<file path="src/rtl/xlat_pkg.sv">
package xlat_pkg;
   typedef enum logic [1:0] {
      WK_IDLE = 2'd0,
      WK_SEG  = 2'd1,
      WK_PAGE = 2'd2
   } walk_st_t;
endpackage

</file>
<file path="src/rtl/xlat_tlb.sv">
module xlat_tlb #(
   parameter int ENTRIES = 8,
   parameter int TAG_W   = 12,
   parameter int FRM_W   = 12
) (
   input  logic             clk,
   input  logic             rst_n,
   input  logic             flush,
   input  logic             lk_en,
   input  logic [TAG_W-1:0] lk_tag,
   output logic             hit,
   output logic [FRM_W-1:0] hit_frame,
   input  logic             fill_en,
   input  logic [TAG_W-1:0] fill_tag,
   input  logic [FRM_W-1:0] fill_frame
);
   if (ENTRIES < 2) begin : g_bad_entries
      $error("xlat_tlb: ENTRIES must be at least 2");
   end

   logic [ENTRIES-1:0] vld_q, ref_q, match, victim_oh, touch, ref_nx;
   logic [TAG_W-1:0]   tag_q [ENTRIES];
   logic [FRM_W-1:0]   frm_q [ENTRIES];
   logic               found;

   for (genvar g = 0; g < ENTRIES; g++) begin : g_ent
      assign match[g] = vld_q[g] && (tag_q[g] == lk_tag);
      always_ff @(posedge clk) begin
         if (fill_en && victim_oh[g] && !flush) begin
            tag_q[g] <= fill_tag;
            frm_q[g] <= fill_frame;
         end
      end
   end

   assign hit = |match;

   always_comb begin
      hit_frame = '0;
      for (int i = 0; i < ENTRIES; i++)
         if (match[i]) hit_frame = hit_frame | frm_q[i];
   end

   // lowest-indexed entry not referenced recently
   always_comb begin
      victim_oh = '0;
      found     = 1'b0;
      for (int i = 0; i < ENTRIES; i++) begin
         if (!ref_q[i] && !found) begin
            victim_oh[i] = 1'b1;
            found        = 1'b1;
         end
      end
      if (!found) victim_oh[0] = 1'b1;
   end

   always_comb begin
      if (lk_en && hit)  touch = match;
      else if (fill_en)  touch = victim_oh;
      else               touch = '0;
      ref_nx = ref_q | touch;
      if (&ref_nx) ref_nx = touch;
   end

   always_ff @(posedge clk or negedge rst_n) begin
      if (!rst_n) begin
         vld_q <= '0;
         ref_q <= '0;
      end else if (flush) begin
         vld_q <= '0;
         ref_q <= '0;
      end else begin
         ref_q <= ref_nx;
         if (fill_en) vld_q <= vld_q | victim_oh;
      end
   end
endmodule

</file>
<file path="src/rtl/xlat_walker.sv">
module xlat_walker
   import xlat_pkg::*;
#(
   parameter int LA_W   = 24,
   parameter int OFS_W  = 12,
   parameter int SEG_W  = 4,
   parameter int PG_W   = 8,
   parameter int PA_W   = 24,
   parameter int WORD_W = 32,
   localparam int FRM_W = PA_W - OFS_W,
   localparam int TAG_W = SEG_W + PG_W
) (
   input  logic              clk,
   input  logic              rst_n,
   input  logic              req_valid,
   input  logic [LA_W-1:0]   req_laddr,
   output logic              req_ready,
   output logic              lk_en,
   input  logic              hit,
   input  logic [FRM_W-1:0]  hit_frame,
   input  logic [PA_W-1:0]   seg_origin,
   output logic              mem_rd_valid,
   output logic [PA_W-1:0]   mem_rd_addr,
   input  logic              mem_rsp_valid,
   input  logic [WORD_W-1:0] mem_rsp_data,
   output logic              rsp_valid,
   output logic [PA_W-1:0]   rsp_paddr,
   output logic              rsp_fault,
   output logic              fill_en,
   output logic [TAG_W-1:0]  fill_tag,
   output logic [FRM_W-1:0]  fill_frame
);
   walk_st_t          st_q;
   logic [LA_W-1:0]   lad_q;
   logic [PA_W-1:0]   pto_q;
   logic [PA_W-1:0]   seg_addr, pg_addr;
   logic              bad_word;

   assign req_ready    = (st_q == WK_IDLE);
   assign lk_en        = req_valid && req_ready;
   assign mem_rd_valid = (st_q != WK_IDLE);
   assign bad_word     = mem_rsp_data[0];

   assign seg_addr    = seg_origin + PA_W'({lad_q[LA_W-1 -: SEG_W], 2'b00});
   assign pg_addr     = pto_q + PA_W'({lad_q[OFS_W +: PG_W], 2'b00});
   assign mem_rd_addr = (st_q == WK_PAGE) ? pg_addr : seg_addr;

   assign fill_en    = (st_q == WK_PAGE) && mem_rsp_valid && !bad_word;
   assign fill_tag   = lad_q[LA_W-1:OFS_W];
   assign fill_frame = mem_rsp_data[PA_W-1:OFS_W];

   always_ff @(posedge clk or negedge rst_n) begin
      if (!rst_n) begin
         st_q      <= WK_IDLE;
         lad_q     <= '0;
         pto_q     <= '0;
         rsp_valid <= 1'b0;
         rsp_paddr <= '0;
         rsp_fault <= 1'b0;
      end else begin
         rsp_valid <= 1'b0;
         unique case (st_q)
            WK_IDLE: if (lk_en) begin
               lad_q <= req_laddr;
               if (hit) begin
                  rsp_valid <= 1'b1;
                  rsp_fault <= 1'b0;
                  rsp_paddr <= {hit_frame, req_laddr[OFS_W-1:0]};
               end else begin
                  st_q <= WK_SEG;
               end
            end
            WK_SEG: if (mem_rsp_valid) begin
               if (bad_word) begin
                  rsp_valid <= 1'b1;
                  rsp_fault <= 1'b1;
                  rsp_paddr <= '0;
                  st_q      <= WK_IDLE;
               end else begin
                  pto_q <= mem_rsp_data[PA_W-1:0];
                  st_q  <= WK_PAGE;
               end
            end
            WK_PAGE: if (mem_rsp_valid) begin
               rsp_valid <= 1'b1;
               rsp_fault <= bad_word;
               rsp_paddr <= bad_word ? '0 :
                            {mem_rsp_data[PA_W-1:OFS_W], lad_q[OFS_W-1:0]};
               st_q      <= WK_IDLE;
            end
            default: st_q <= WK_IDLE;
         endcase
      end
   end
endmodule

</file>
<file path="src/rtl/xlat_top.sv">
module xlat_top #(
   parameter int LA_W    = 24,
   parameter int OFS_W   = 12,
   parameter int SEG_W   = 4,
   parameter int PG_W    = 8,
   parameter int PA_W    = 24,
   parameter int WORD_W  = 32,
   parameter int ENTRIES = 8
) (
   input  logic              clk,
   input  logic              rst_n,
   input  logic              req_valid,
   input  logic [LA_W-1:0]   req_laddr,
   output logic              req_ready,
   output logic              rsp_valid,
   output logic [PA_W-1:0]   rsp_paddr,
   output logic              rsp_fault,
   input  logic              tbl_load,
   input  logic [PA_W-1:0]   tbl_origin,
   input  logic              purge,
   output logic              mem_rd_valid,
   output logic [PA_W-1:0]   mem_rd_addr,
   input  logic              mem_rsp_valid,
   input  logic [WORD_W-1:0] mem_rsp_data
);
   localparam int FRM_W = PA_W - OFS_W;
   localparam int TAG_W = SEG_W + PG_W;

   if (LA_W != SEG_W + PG_W + OFS_W) begin : g_bad_split
      $error("xlat_top: address fields do not sum to LA_W");
   end
   if (PA_W > WORD_W || PA_W <= OFS_W) begin : g_bad_pa
      $error("xlat_top: PA_W must fit in a table word and exceed OFS_W");
   end

   logic [PA_W-1:0]  origin_q;
   logic             flush, lk_en, tlb_hit, fill_en;
   logic [FRM_W-1:0] hit_frame, fill_frame;
   logic [TAG_W-1:0] fill_tag;

   assign flush = purge || tbl_load;

   always_ff @(posedge clk or negedge rst_n) begin
      if (!rst_n)        origin_q <= '0;
      else if (tbl_load) origin_q <= tbl_origin;
   end

   xlat_tlb #(.ENTRIES(ENTRIES), .TAG_W(TAG_W), .FRM_W(FRM_W)) u_tlb (
      .clk(clk), .rst_n(rst_n), .flush(flush),
      .lk_en(lk_en), .lk_tag(req_laddr[LA_W-1:OFS_W]),
      .hit(tlb_hit), .hit_frame(hit_frame),
      .fill_en(fill_en), .fill_tag(fill_tag), .fill_frame(fill_frame)
   );

   xlat_walker #(.LA_W(LA_W), .OFS_W(OFS_W), .SEG_W(SEG_W), .PG_W(PG_W),
                 .PA_W(PA_W), .WORD_W(WORD_W)) u_walk (
      .clk(clk), .rst_n(rst_n),
      .req_valid(req_valid), .req_laddr(req_laddr), .req_ready(req_ready),
      .lk_en(lk_en), .hit(tlb_hit), .hit_frame(hit_frame),
      .seg_origin(origin_q),
      .mem_rd_valid(mem_rd_valid), .mem_rd_addr(mem_rd_addr),
      .mem_rsp_valid(mem_rsp_valid), .mem_rsp_data(mem_rsp_data),
      .rsp_valid(rsp_valid), .rsp_paddr(rsp_paddr), .rsp_fault(rsp_fault),
      .fill_en(fill_en), .fill_tag(fill_tag), .fill_frame(fill_frame)
   );
endmodule

</file>
<file path="config.mk">
export PLATFORM = sky130hd
export DESIGN_NAME = xlat_top
export DESIGN_NICKNAME = d
export VERILOG_FILES = /design/src/rtl/xlat_pkg.sv /design/src/rtl/xlat_tlb.sv /design/src/rtl/xlat_walker.sv /design/src/rtl/xlat_top.sv
export SDC_FILE = /design/constraint.sdc
export NUM_CORES = 1
export LEC_CHECK = 0
export BUFFER_PORTS_ARGS = -buffer_cell sky130_fd_sc_hd__buf_2
export CAP_MARGIN = 20
export CORE_UTILIZATION = 55
export DETAILED_ROUTE_END_ITERATION = 10
export GPL_TIMING_DRIVEN = 0
export PLACE_DENSITY_LB_ADDON = 0.1
export SYNTH_ARGS = -nofsm -noshare
export SYNTH_HDL_FRONTEND = slang
export SYNTH_SLANG_ARGS = --single-unit
export TNS_END_PERCENT = 30
</file>
<file path="constraint.sdc">
create_clock -name clk -period 4.6 [get_ports clk]
set_input_delay 1.38 -clock clk [delete_from_list [all_inputs] [get_ports clk]]
set_output_delay 1.38 -clock clk [all_outputs]
set_load 0.02 [all_outputs]
</file>
# Yosys cells after proc, flatten, opt, wreduce, memory -nomap -nowiden
# Memories as Yosys holds them, arrays and structs flattened.
# Index checks and enable logic that the tools add are counted.
[word_totals]
elab_cells = 228
mem_bits_rw = 192
memories = 2
reg_bits = 115
out_inout_bits = 52
[memory_table]
columns = ["memory", "depth", "word_bits", "read_ports", "rd_ports_with_merged_regs", "write_ports", "line_no", "text"]
rows = [
  ["u_tlb.frm_q", 8, 12, 8, 0, 1, "xlat_tlb.sv:23", "logic [FRM_W-1:0] frm_q [ENTRIES];"],
  ["u_tlb.tag_q", 8, 12, 8, 0, 1, "xlat_tlb.sv:22", "logic [TAG_W-1:0] tag_q [ENTRIES];"],
]
[op_classes]
n_bitwise = 10
n_eq_ne = 16
addsub = 2
muxes = 114
reduce_logical = 75
[ops]
columns = ["operator", "count"]
rows = [
  ["2-to-1 mux 12 bit", 22],
  ["2-to-1 mux 24 bit", 7],
  ["OR reduction 12 bit", 14],
  ["== test 12 bit", 8],
  ["OR 12 bit", 7],
  ["one-hot mux 24 bit (3 select lines)", 1],
  ["2-to-1 mux 1 bit", 56],
  ["2-to-1 mux 8 bit", 6],
  ["2-to-1 mux 3 bit", 14],
  ["logical AND 1 bit", 35],
  ["adder 24 x 10 -> 24 bit", 1],
  ["adder 24 x 6 -> 24 bit", 1],
  ["OR 8 bit", 2],
  ["zero test 1 bit", 15],
  ["inequality test 2 bit (second input constant)", 6],
  ["2-to-1 mux 2 bit", 5],
  ["AND reduction 8 bit", 1],
  ["OR reduction 8 bit", 1],
  ["one-hot mux 1 bit (3 select lines)", 2],
  ["one-hot mux 2 bit (3 select lines)", 1],
  ["AND reduction 6 bit", 1],
  ["AND reduction 4 bit", 1],
  ["nonzero test 2 bit", 2],
  ["AND reduction 3 bit", 1],
  ["7 further kinds", 7],
]

# Logic depth before layout (Yosys ltp)
# Gate-level depths: netlist of the first run.
[logic_depth]
word_depth = 33
ltp_mapped = 11

# Cells and area by module
# A second synthesis of the first run with hierarchy kept.
[unflattened]
cells_unflattened = 1058
hier_area_um2 = 14203.6
[by_module_without_submodules]
columns = ["module", "cells_per_inst", "seq_area_each_um2", "instances", "area_per_inst_um2"]
rows = [
  ["xlat_tlb", 544, 6165.9, 1, 8557.0],
  ["xlat_walker", 462, 1876.8, 1, 4647.0],
  ["xlat_top", 52, 600.6, 1, 999.7],
]

# Worst setup path before layout of the first run
# No wires, ideal clock.
[synth_path]
path_kind = "input port to flip-flop"
start = "input port tbl_load"
end = "memory u_tlb.frm_q[5][0], in the netlist u_tlb.frm_q[1][12] (enable)"
setup_slack_ns = -0.293
t_required_ns = 4.134
setup_time_ns = 0.466
path_stages = 4
arrival_time_ns = 4.427
path_cell_list = "clkbuf_1 > or2_2 > clkbuf_1 > nor4_1"
[synth_between]
elab_chain_cells = 13
elab_cells_between_ends = 47
cone_classes = "mux (30); reduce/logical (17)"
[synth_lines]
columns = ["element", "line_no", "text"]
rows = [
  ["start, declared", "xlat_top.sv:18", "input logic tbl_load,"],
  ["logical OR 1 bit (*)", "xlat_top.sv:41", "assign flush = purge || tbl_load;"],
  ["zero test 1 bit (*)", "xlat_tlb.sv:29", "if (fill_en && victim_oh[g] && !flush) begin"],
  ["logical AND 1 bit", "xlat_tlb.sv:29", ""],
  ["2-to-1 mux 1 bit", "xlat_tlb.sv:29", ""],
  ["2-to-1 mux 1 bit (not written as such)", "xlat_tlb.sv:31", "frm_q[g] <= fill_frame;"],
  ["OR reduction 12 bit (no source line)", "-", ""],
  ["2-to-1 mux 3 bit (no source line) / 2-to-1 mux 1 bit (equally long branches) (7 in a row)", "-", ""],
  ["end, declared", "xlat_tlb.sv:23", ""],
]
# Mark *: on every way between the ends. The rest lies on a longest branch, timed or not.

# Worst setup path after layout of the first run
[layout_path]
start = "register u_walk.lad_q[13]"
end = "output port mem_rd_addr[19]"
[layout_between]
elab_chain_cells = 2
[layout_lines]
columns = ["element", "line_no", "text"]
rows = [
  ["start, declared", "xlat_walker.sv:34", "logic [LA_W-1:0] lad_q;"],
  ["start signal, assigned", "xlat_walker.sv:64", "lad_q <= req_laddr;"],
  ["adder 24 x 10 -> 24 bit", "xlat_walker.sv:45", "assign pg_addr = pto_q + PA_W'({lad_q[OFS_W +: PG_W], 2'b00});"],
  ["2-to-1 mux 24 bit", "xlat_walker.sv:46", "assign mem_rd_addr = (st_q == WK_PAGE) ? pg_addr : seg_addr;"],
  ["end, declared", "xlat_top.sv:22", "output logic [PA_W-1:0] mem_rd_addr,"],
]
# No other way between the ends.

==> results of run 1 <==
## area by class of cell
type | count | area [µm²] | share of cell area (%)
Antenna cell | 1 | 2.50 | 0.0153
Tap cell | 324 | 405 | 2.47
Multi-Input combinational cell | 740 | 5120 | 31.2
Buffer | 52 | 288 | 1.76
Sequential cell | 307 | 8650 | 52.8
Timing Repair Buffer | 140 | 885 | 5.40
Clock buffer | 47 | 916 | 5.59
Inverter | 18 | 67.6 | 0.412
Clock inverter | 10 | 55.1 | 0.336
## sequential cells by signal, summed over array words and instances, names as in the netlist
| name | cells |
|---|---|
| u_walk.pto_q | 23 |
| u_walk.rsp_paddr | 24 |
| u_walk.lad_q | 24 |
| u_tlb.vld_q | 8 |
| u_tlb.ref_q | 8 |
| origin_q | 24 |
| u_walk.rsp_valid | 1 |
| u_tlb.frm_q | 96 |
| u_walk.rsp_fault | 1 |
| u_tlb.tag_q | 96 |
| u_walk.st_q | 2 |
## cell usage after synthesis (all sizes together), types with 16 or more instances
library cell and n:
inv 18, clkbuf 28, a22oi 24, nand2 110, edfxtp 192, a21oi 77, buf 24, mux2 47
o21ai 18, nand4 32, xnor2 114, nor2b 18, ha 16, nor2 76, dfrtp 115, a31oi 17
nand3 36, xor2 20
## final timing paths
kind,from,end,slack [ps]
max,u_walk.lad_q[13],mem_rd_addr[19],120
min,u_walk.lad_q[0],u_walk.lad_q[0],480
max reg2reg,u_walk.st_q[0],u_tlb.ref_q[3],630
min reg2reg,u_walk.lad_q[0],u_walk.lad_q[0],480
max in group asynchronous,rst_n,u_walk.lad_q[21],3090
min in group asynchronous,rst_n,u_walk.lad_q[14],730
## metrics by stage
step | utilization, % | setup WS (ps)
after floorplan | - | 207
after global placement | 60.8 | -1780
after detailed placement | 62.0 | 102
after CTS | 66.2 | 5.01
after global routing | 66.6 | -11.9
final | 66.6 | 118
## cells by family after synthesis
group / synth area share [%]
fa+ha+maj: 1.72
simple gates: 11.9
mux: 4.00
buf+inv: 2.54
xor+xnor: 8.82
flops: 61.8
compound gates: 9.20
## worst max-delay path: stages, from the launching register on
cell      delay, ps
dfrtp_2         430
ha_1            280
a21o_1          110
a21oi_1         100
o21ai_0         230
a31oi_2         150
o21bai_2        300
nand2_1         160
or4_1           440
a31oi_1         170
buf_2           190
## repair_timing
item | 4_1_cts | 5_1_grt
pin swaps | 4 | 7
hold buffers | 0 | 0
buffers inserted | 4 | 4
cloned | 0 | 0
resized for setup | 12 | 15
setup endpoints to repair | 13 | 11
## where the power goes
part / internal [mW] / leakage (nW) / switching, mW
combinational: 1.01 / 2.40 / 1.63
clock: 1.37 / 0.474 / 1.03
sequential: 3.42 / 3.13 / 0.400
total: 5.80 / 6.01 / 3.06
## metal layers
metal	vias to the layer above	global-route usage [%]	share of wire (%)
met5	-	0	0
met4	0	6.30	2.0
met3	54	5.14	7.7
met2	398	44.2	47
met1	4632	38.3	44
li1	4449	-	-
==> impl_metrics.toml, run 1 <==
[cts]
clockBufferDepth = 3
clock-sinks = 307
numCtsBuffers = 31
root_buffer = "clkbuf_16"
cts.clk_slew.worst_paths_ps = 60
clk_latency_ps = 550
cts_tree = "yes"
htree_levels = 1

[detailed_routing]
antenna_left = 0
drc = 0
dr.pass1.iters = 5
vias = 9533
drtIter0Drc = 813
wl_per_cell_um = 21.4
via_per_inst = 5.82
drt-total-wl_um = 35000

[timing]
fin_skew_ps = 12.4
min_period_over_period_pct = 97.4
finalSetupTns_ps = 0
fin_crit_ps = 4480
drv_slew = 0
tightest_slew_ps = 1050
setup_violations = 0
finalHoldViolations = 0
slew_headroom_pct = 29.7
max_freq_ghz = 0.223
whs_ps = 476

[cells_and_area]
layout_commonest_cell = "edfxtp_1"
drive_above_1_share_pct = 22.7
finalInstanceArea_um2 = 16400
fill_cells = 1868
final_cell_mix = "192 x edfxtp_1, 119 x buf_2, 110 x nand2_1"
area_growth_pct = 17.2
final_nets = 1394
fin_cells = 1639

[synthesis]
yosys_register_bits = 307
synth_edf_count = 192
synth_ff_type = "edfxtp_1"
netlist_area_um2 = 14000
ys_warn_count = 0
synth_top_area_cell = "edfxtp_1"
synth.distinct_cells = 60
async_flop_share_pct = 37.5
synthTopCellsByArea = "edfxtp_1 41%, dfrtp_1 21%, xnor2_1 6.6%"
synth_top_area_share_pct = 41.2
synthCells = 1117
synth.net_count = 1221
synth_seq_area_share_pct = 61.8
syn_avg_cell_area_um2 = 12.5

[critical_path]
critPathMaxFanout = 4
rr_worst_depth = 11
cp.arrival_ps = 3100
critPathLaunchType = "flop"
crit_type = "flop to output pin"
required_ps = 3220
worstSetupEndpointType = "output pin"

[placement]
dpl_cell_area_um2 = 15300
place.gp.congestion = 0.890
portBuffers = 116
place_inst = 1573
dpl.hpwl_um = 23900

[grt]
gr-usage-all-layers_pct = 27.3
grt_start_max_net_pins = 77
antenna_found_initial = 1
grt_pass1_vias = 9367
grt_overflow = 0
grt_first_pass_wirelength_um = 53600

[pwr]
vdd_drop_max_v = 0.000508
leakage_nw = 6.01
power.density_nw_per_um2 = 541
p_total_mw = 8.87

[flow_run]
max-cap-violations = 0

[floorplan]
core_um2 = 24600
pin_count = 138
fp.dieW_um = 161
die_area_um2 = 26100
start_util_pct = 56.8
die_y_um = 161
rows = 57

[min_path]
min_path_type = "flop to flop"
holdPathStages = 2

[run_status]
status = "completed"
Note: power is estimated with default switching activity, not from simulation.
==> inputs of run 2 (changes only) <==
Settings changed: REMOVE_ABC_BUFFERS set to 1, SETUP_SLACK_MARGIN set to 0.05.
==> impl_metrics.toml, run 2 (same netlist as run 1, synthesis figures left out) <==
[cts]
hold_buffers = 0
clk_latency_ps = 560
cts_tree = "yes"
clockBufferDepth = 3
cts.clk_slew.worst_paths_ps = 60
clock-sinks = 307
htree_levels = 1
root_buffer = "clkbuf_16"
numCtsBuffers = 31

[cells_and_area]
layout_commonest_cell = "edfxtp_1"
final_cell_mix = "192 x edfxtp_1, 124 x buf_2, 110 x nand2_1"
reg_top3 = "u_tlb.frm_q x96, u_tlb.tag_q x96"
final_nets = 1378
num_antenna_cells = 0
finalInstanceArea_um2 = 16600
drive_above_1_share_pct = 24.8
area_growth_pct = 18.5
fill_cells = 1799

[detailed_routing]
vias = 9443
drt-total-wl_um = 33800
drc = 0
antenna_left = 0
via_per_inst = 5.82
drtIter0Drc = 688
dr.pass1.iters = 5
wl_per_cell_um = 20.8

[floorplan]
rows = 57
start_util_pct = 56.8
die_area_um2 = 26100
pin_count = 138
fp.dieW_um = 161
core_um2 = 24600
die_y_um = 161

[timing]
finalHoldViolations = 0
min_period_over_period_pct = 97.5
setup_slack_ps = 114
setup_violations = 0
slew_headroom_pct = 26.1
rsz0062_at_grt = "yes"
fin_skew_ps = 11.2
drv_slew = 0
tightest_slew_ps = 1100
fin_crit_ps = 4490
max_freq_ghz = 0.223

[run_status]
status = "completed"

[critical_path]
required_ps = 3220
critPathLaunchType = "flop"
path_buf_inv = 2
cpMaxStageDelayCell = "or4_1"
slowest_delay_ps = 430
reg2reg_setup_slack_ps = 760
path_common_cell = "a31oi_1"
path_depth = 11
crit_type = "flop to output pin"
rr_worst_depth = 10
crit_family = "compound AO/OA/AOI/OAI gates"
cp.arrival_ps = 3110
worstSetupEndpointType = "output pin"
critPathMaxFanout = 3
crit_chain = "buf_4 > ha_1 > a21o_1 > a21oi_2 > o21ai_0 > a31oi_1 > o21bai_2 > nand2_1 > or4_1 > a31oi_1 > buf_2"

[grt]
gr-usage-all-layers_pct = 26.2
grt_overflow = 0
grt_first_pass_wirelength_um = 52100
grt_pass1_vias = 9230
grt_start_max_net_pins = 60
antenna_found_initial = 0

[pwr]
leakage_nw = 6.15
p_sw_mw = 3.05
p_int_mw = 6.14
clkPwrFrac_pct = 29.4
switching_share_pct = 33.2
power.density_nw_per_um2 = 554
seq_power_share_pct = 41.2
vdd_drop_max_v = 0.000535
comb_power_share_pct = 29.5

[flow_run]
max-cap-violations = 0

[min_path]
min_path_type = "flop to flop"
holdPathStages = 2

[placement]
place.gp.congestion = 0.886
portBuffers = 129
dpl.hpwl_um = 22400
dpl_cell_area_um2 = 15200
post-place-ws_ps = -380
## run 2: cell count changes in the layout (fill, tap and decap cells not counted), moves of 7 or more
cell,delta
buf_1,-8
buf_6,-9
clkbuf_8,-8
clkbuf_1,-31
bufinv_16,+7
buf_4,+18
## run 2: repair_timing
item	CTS	global route
setup buffers	8	5
setup endpoints to repair	14	28
pin swaps	2	13
cloned	0	1
resized for setup	19	8
## run 2: power groups by stage
| stage | Sequential, mW | Clock, mW | Combinational [mW] |
|---|---|---|---|
| finish | 3.78 | 2.70 | 2.71 |
| global route | 3.83 | 2.83 | 2.96 |
| CTS | 3.79 | 2.72 | 2.57 |
| detailed placement | 3.89 | 0 | 2.38 |
| global placement | 3.87 | 0 | 2.28 |
| floorplan | 3.86 | 0 | 1.50 |
## run 2: final timing paths
path	endpoint	start
worst max-delay path	mem_rd_addr[19]	u_walk.lad_q[13]
worst max register to register	u_tlb.ref_q[5]	u_walk.st_q[0]
worst min register to register	u_walk.lad_q[7]	u_walk.lad_q[7]
worst min-delay path	u_walk.lad_q[7]	u_walk.lad_q[7]
max in group asynchronous	u_walk.lad_q[14]	rst_n
min in group asynchronous	u_tlb.ref_q[3]	rst_n
## run 2: tightest hold or removal path, cell delays in order, from the launching register on
cell and delay [ps]:
dfrtp_1 340, nand2_1 50, nand2_1 50
## run 2: routing by layer
metal / part of all wire (%) / vias up / track usage, %
met5: 0 / - / 0
met4: 1.8 / 0 / 6.13
met3: 7.6 / 46 / 4.13
met2: 47 / 381 / 43.0
met1: 43 / 4599 / 36.7
li1: - / 4417 / -
## run 2: final cells by class
type | count | area, µm² | share of cell area, %
Clock inverter | 23 | 307 | 1.85
Clock buffer | 35 | 791 | 4.77
Sequential cell | 307 | 8650 | 52.2
Multi-Input combinational cell | 741 | 5160 | 31.1
Inverter | 18 | 67.6 | 0.408
Tap cell | 324 | 405 | 2.45
Timing Repair Buffer | 175 | 1190 | 7.17
## run 2: stage by stage
step	power (mW)	utilization [%]	hold WS, ps	TNS (ps)	cells
after global routing	9.62	67.3	497	0	1623
after global placement	6.15	59.9	457	-288290	1518
after detailed placement	6.27	61.9	463	-6620	1549
after floorplan	5.36	-	446	-12240	1065
after CTS	9.08	66.8	479	0	1615
final	9.19	67.3	475	0	1623
==> inputs of run 3 (changes only) <==
Settings changed: CELL_PAD_IN_SITES_DETAIL_PLACEMENT set to 0, CELL_PAD_IN_SITES_GLOBAL_PLACEMENT set to 2, CORE_UTILIZATION 55 to 41.
==> impl_metrics.toml, run 3 (same netlist as run 1, synthesis figures left out) <==
[run_status]
status = "completed"

[cells_and_area]
fin_util_pct = 50.0
layout_commonest_cell = "edfxtp_1"
final_nets = 1385
final_cell_mix = "192 x edfxtp_1, 123 x buf_2, 110 x nand2_1"
drive_above_1_share_pct = 25.3
fin_cells = 1756
reg_top3 = "u_tlb.frm_q x96, u_tlb.tag_q x96"
area_growth_pct = 19.9
finalInstanceArea_um2 = 16800

[critical_path]
crit_type = "flop to output pin"
slowest_delay_ps = 420
crit_family = "compound AO/OA/AOI/OAI gates"
worstSetupEndpointType = "output pin"
required_ps = 3220
critPathLaunchType = "flop"
crit_chain = "ha_1 > inv_1 > fa_2 > nor2b_1 > o21ai_1 > a21boi_1 > o21a_1 > o41ai_4 > buf_6 > nand4b_1 > xor2_1 > a21oi_1 > buf_4"
critPathMaxFanout = 7
cpMaxStageDelayCell = "dfrtp_2"
cp.arrival_ps = 3060
path_buf_inv = 3

[floorplan]
die_area_um2 = 34800
fp.dieW_um = 187
core_um2 = 33500
pin_count = 138
die_y_um = 187
rows = 67
start_util_pct = 41.7

[timing]
finalSetupTns_ps = 0
setup_violations = 0
tightest_slew_ps = 964
slew_headroom_pct = 35.3
fin_crit_ps = 4440
fin_skew_ps = 14.3
max_freq_ghz = 0.225
min_period_over_period_pct = 96.6
finalHoldViolations = 0
rsz0062_at_grt = "yes"
setup_slack_ps = 158
whs_ps = 476
drv_slew = 0

[cts]
clockBufferDepth = 3
clk_latency_ps = 510
cts_tree = "yes"
hold_buffers = 0
cts.clk_slew.worst_paths_ps = 60
numCtsBuffers = 35
clock-sinks = 307
root_buffer = "clkbuf_16"
htree_levels = 2

[detailed_routing]
wl_met3_um = 2400
via_per_inst = 5.30
antenna_left = 0
wl_per_cell_um = 20.9
dr.pass1.iters = 4
wl_met1_um = 16600
drc = 0
dr_wl_met2_um = 16900
top_layer_used = "met4"
drtIter0Drc = 524
vias = 9308
drt-total-wl_um = 36800

[grt]
grt_overflow = 0
grt_first_pass_wirelength_um = 56900
gr-usage-all-layers_pct = 21.5
grt_start_max_net_pins = 60
grt_pass1_vias = 9388
antenna_found_initial = 0

[placement]
post-place-ws_ps = -526
place.gp.congestion = 0.791
dpl_cell_area_um2 = 15500
portBuffers = 129
place_inst = 1678
dpl.hpwl_um = 25000

[pwr]
p_sw_mw = 3.13
seq_power_share_pct = 41.2
clkPwrFrac_pct = 28.6
switching_share_pct = 34.0
p_int_mw = 6.08
vdd_drop_max_v = 0.000288
power.density_nw_per_um2 = 550
p_total_mw = 9.21
comb_power_share_pct = 30.1
leakage_nw = 6.18

[flow_run]
max-cap-violations = 0

[min_path]
min_path_type = "flop to flop"
==> run 3: cell count changes in the layout (fill, tap and decap cells not counted), sizes merged <==
cell      change
inv           -1
clkinvlp      -2
diode         +1
a211oi        -1
clkinv        +5
bufinv        -6
clkbuf        +9
buf           +4
==> run 3: path summary, 6_finish.rpt <==
check,startpoint,to,slack [ps],cells after the start
max,u_walk.lad_q[12],mem_rd_addr[18],160,13
max in group asynchronous,rst_n,u_walk.pto_q[1],3040,2
max reg2reg,u_walk.st_q[0],u_tlb.ref_q[3],920,11
min reg2reg,u_walk.lad_q[9],u_walk.lad_q[9],480,2
min in group asynchronous,rst_n,u_walk.lad_q[17],840,1
min,u_walk.lad_q[9],u_walk.lad_q[9],480,2
==> run 3: final cells by class <==
class | instances | area, µm²
timing repair buffer | 179 | 1260
tap | 448 | 561
fill | 3045 | 16800
inverter | 18 | 67.6
clock inverter | 19 | 125
multi-input combinational | 740 | 5130
sequential | 307 | 8650
antenna | 1 | 2.50
clock buffer | 44 | 952
==> run 3: layer usage <==
layer	track usage (%)	up-vias
met5	0	-
met4	6.56	0
met3	4.40	65
met2	34.3	271
met1	29.5	4546
li1	-	4426
==> run 3: timing repair <==
action | in CTS | in global routing
gates cloned | 0 | 0
pin swaps | 4 | 7
buffers inserted | 11 | 3
gates resized for setup | 16 | 10
endpoints found under the setup margin | 26 | 27
==> run 3: worst reg2reg max path, stage by stage, from the launching register on <==
cell and delay (ps):
dfrtp_1 430, inv_1 110, ha_1 250, and2_2 470, buf_12 250, nand3_1 100
or4_1 520, a22o_1 290, or4_1 560, o22ai_4 270, a31oi_1 130, o21a_1 180
==> run 3: power groups by stage <==
| stage | logic, mW | clock network (mW) | registers (mW) |
|---|---|---|---|
| finish | 2.77 | 2.64 | 3.80 |
| global route | 3.06 | 2.81 | 3.85 |
| CTS | 2.76 | 2.70 | 3.80 |
| detailed placement | 2.54 | 0 | 3.93 |
| global placement | 2.38 | 0 | 3.92 |
| floorplan | 1.50 | 0 | 3.86 |
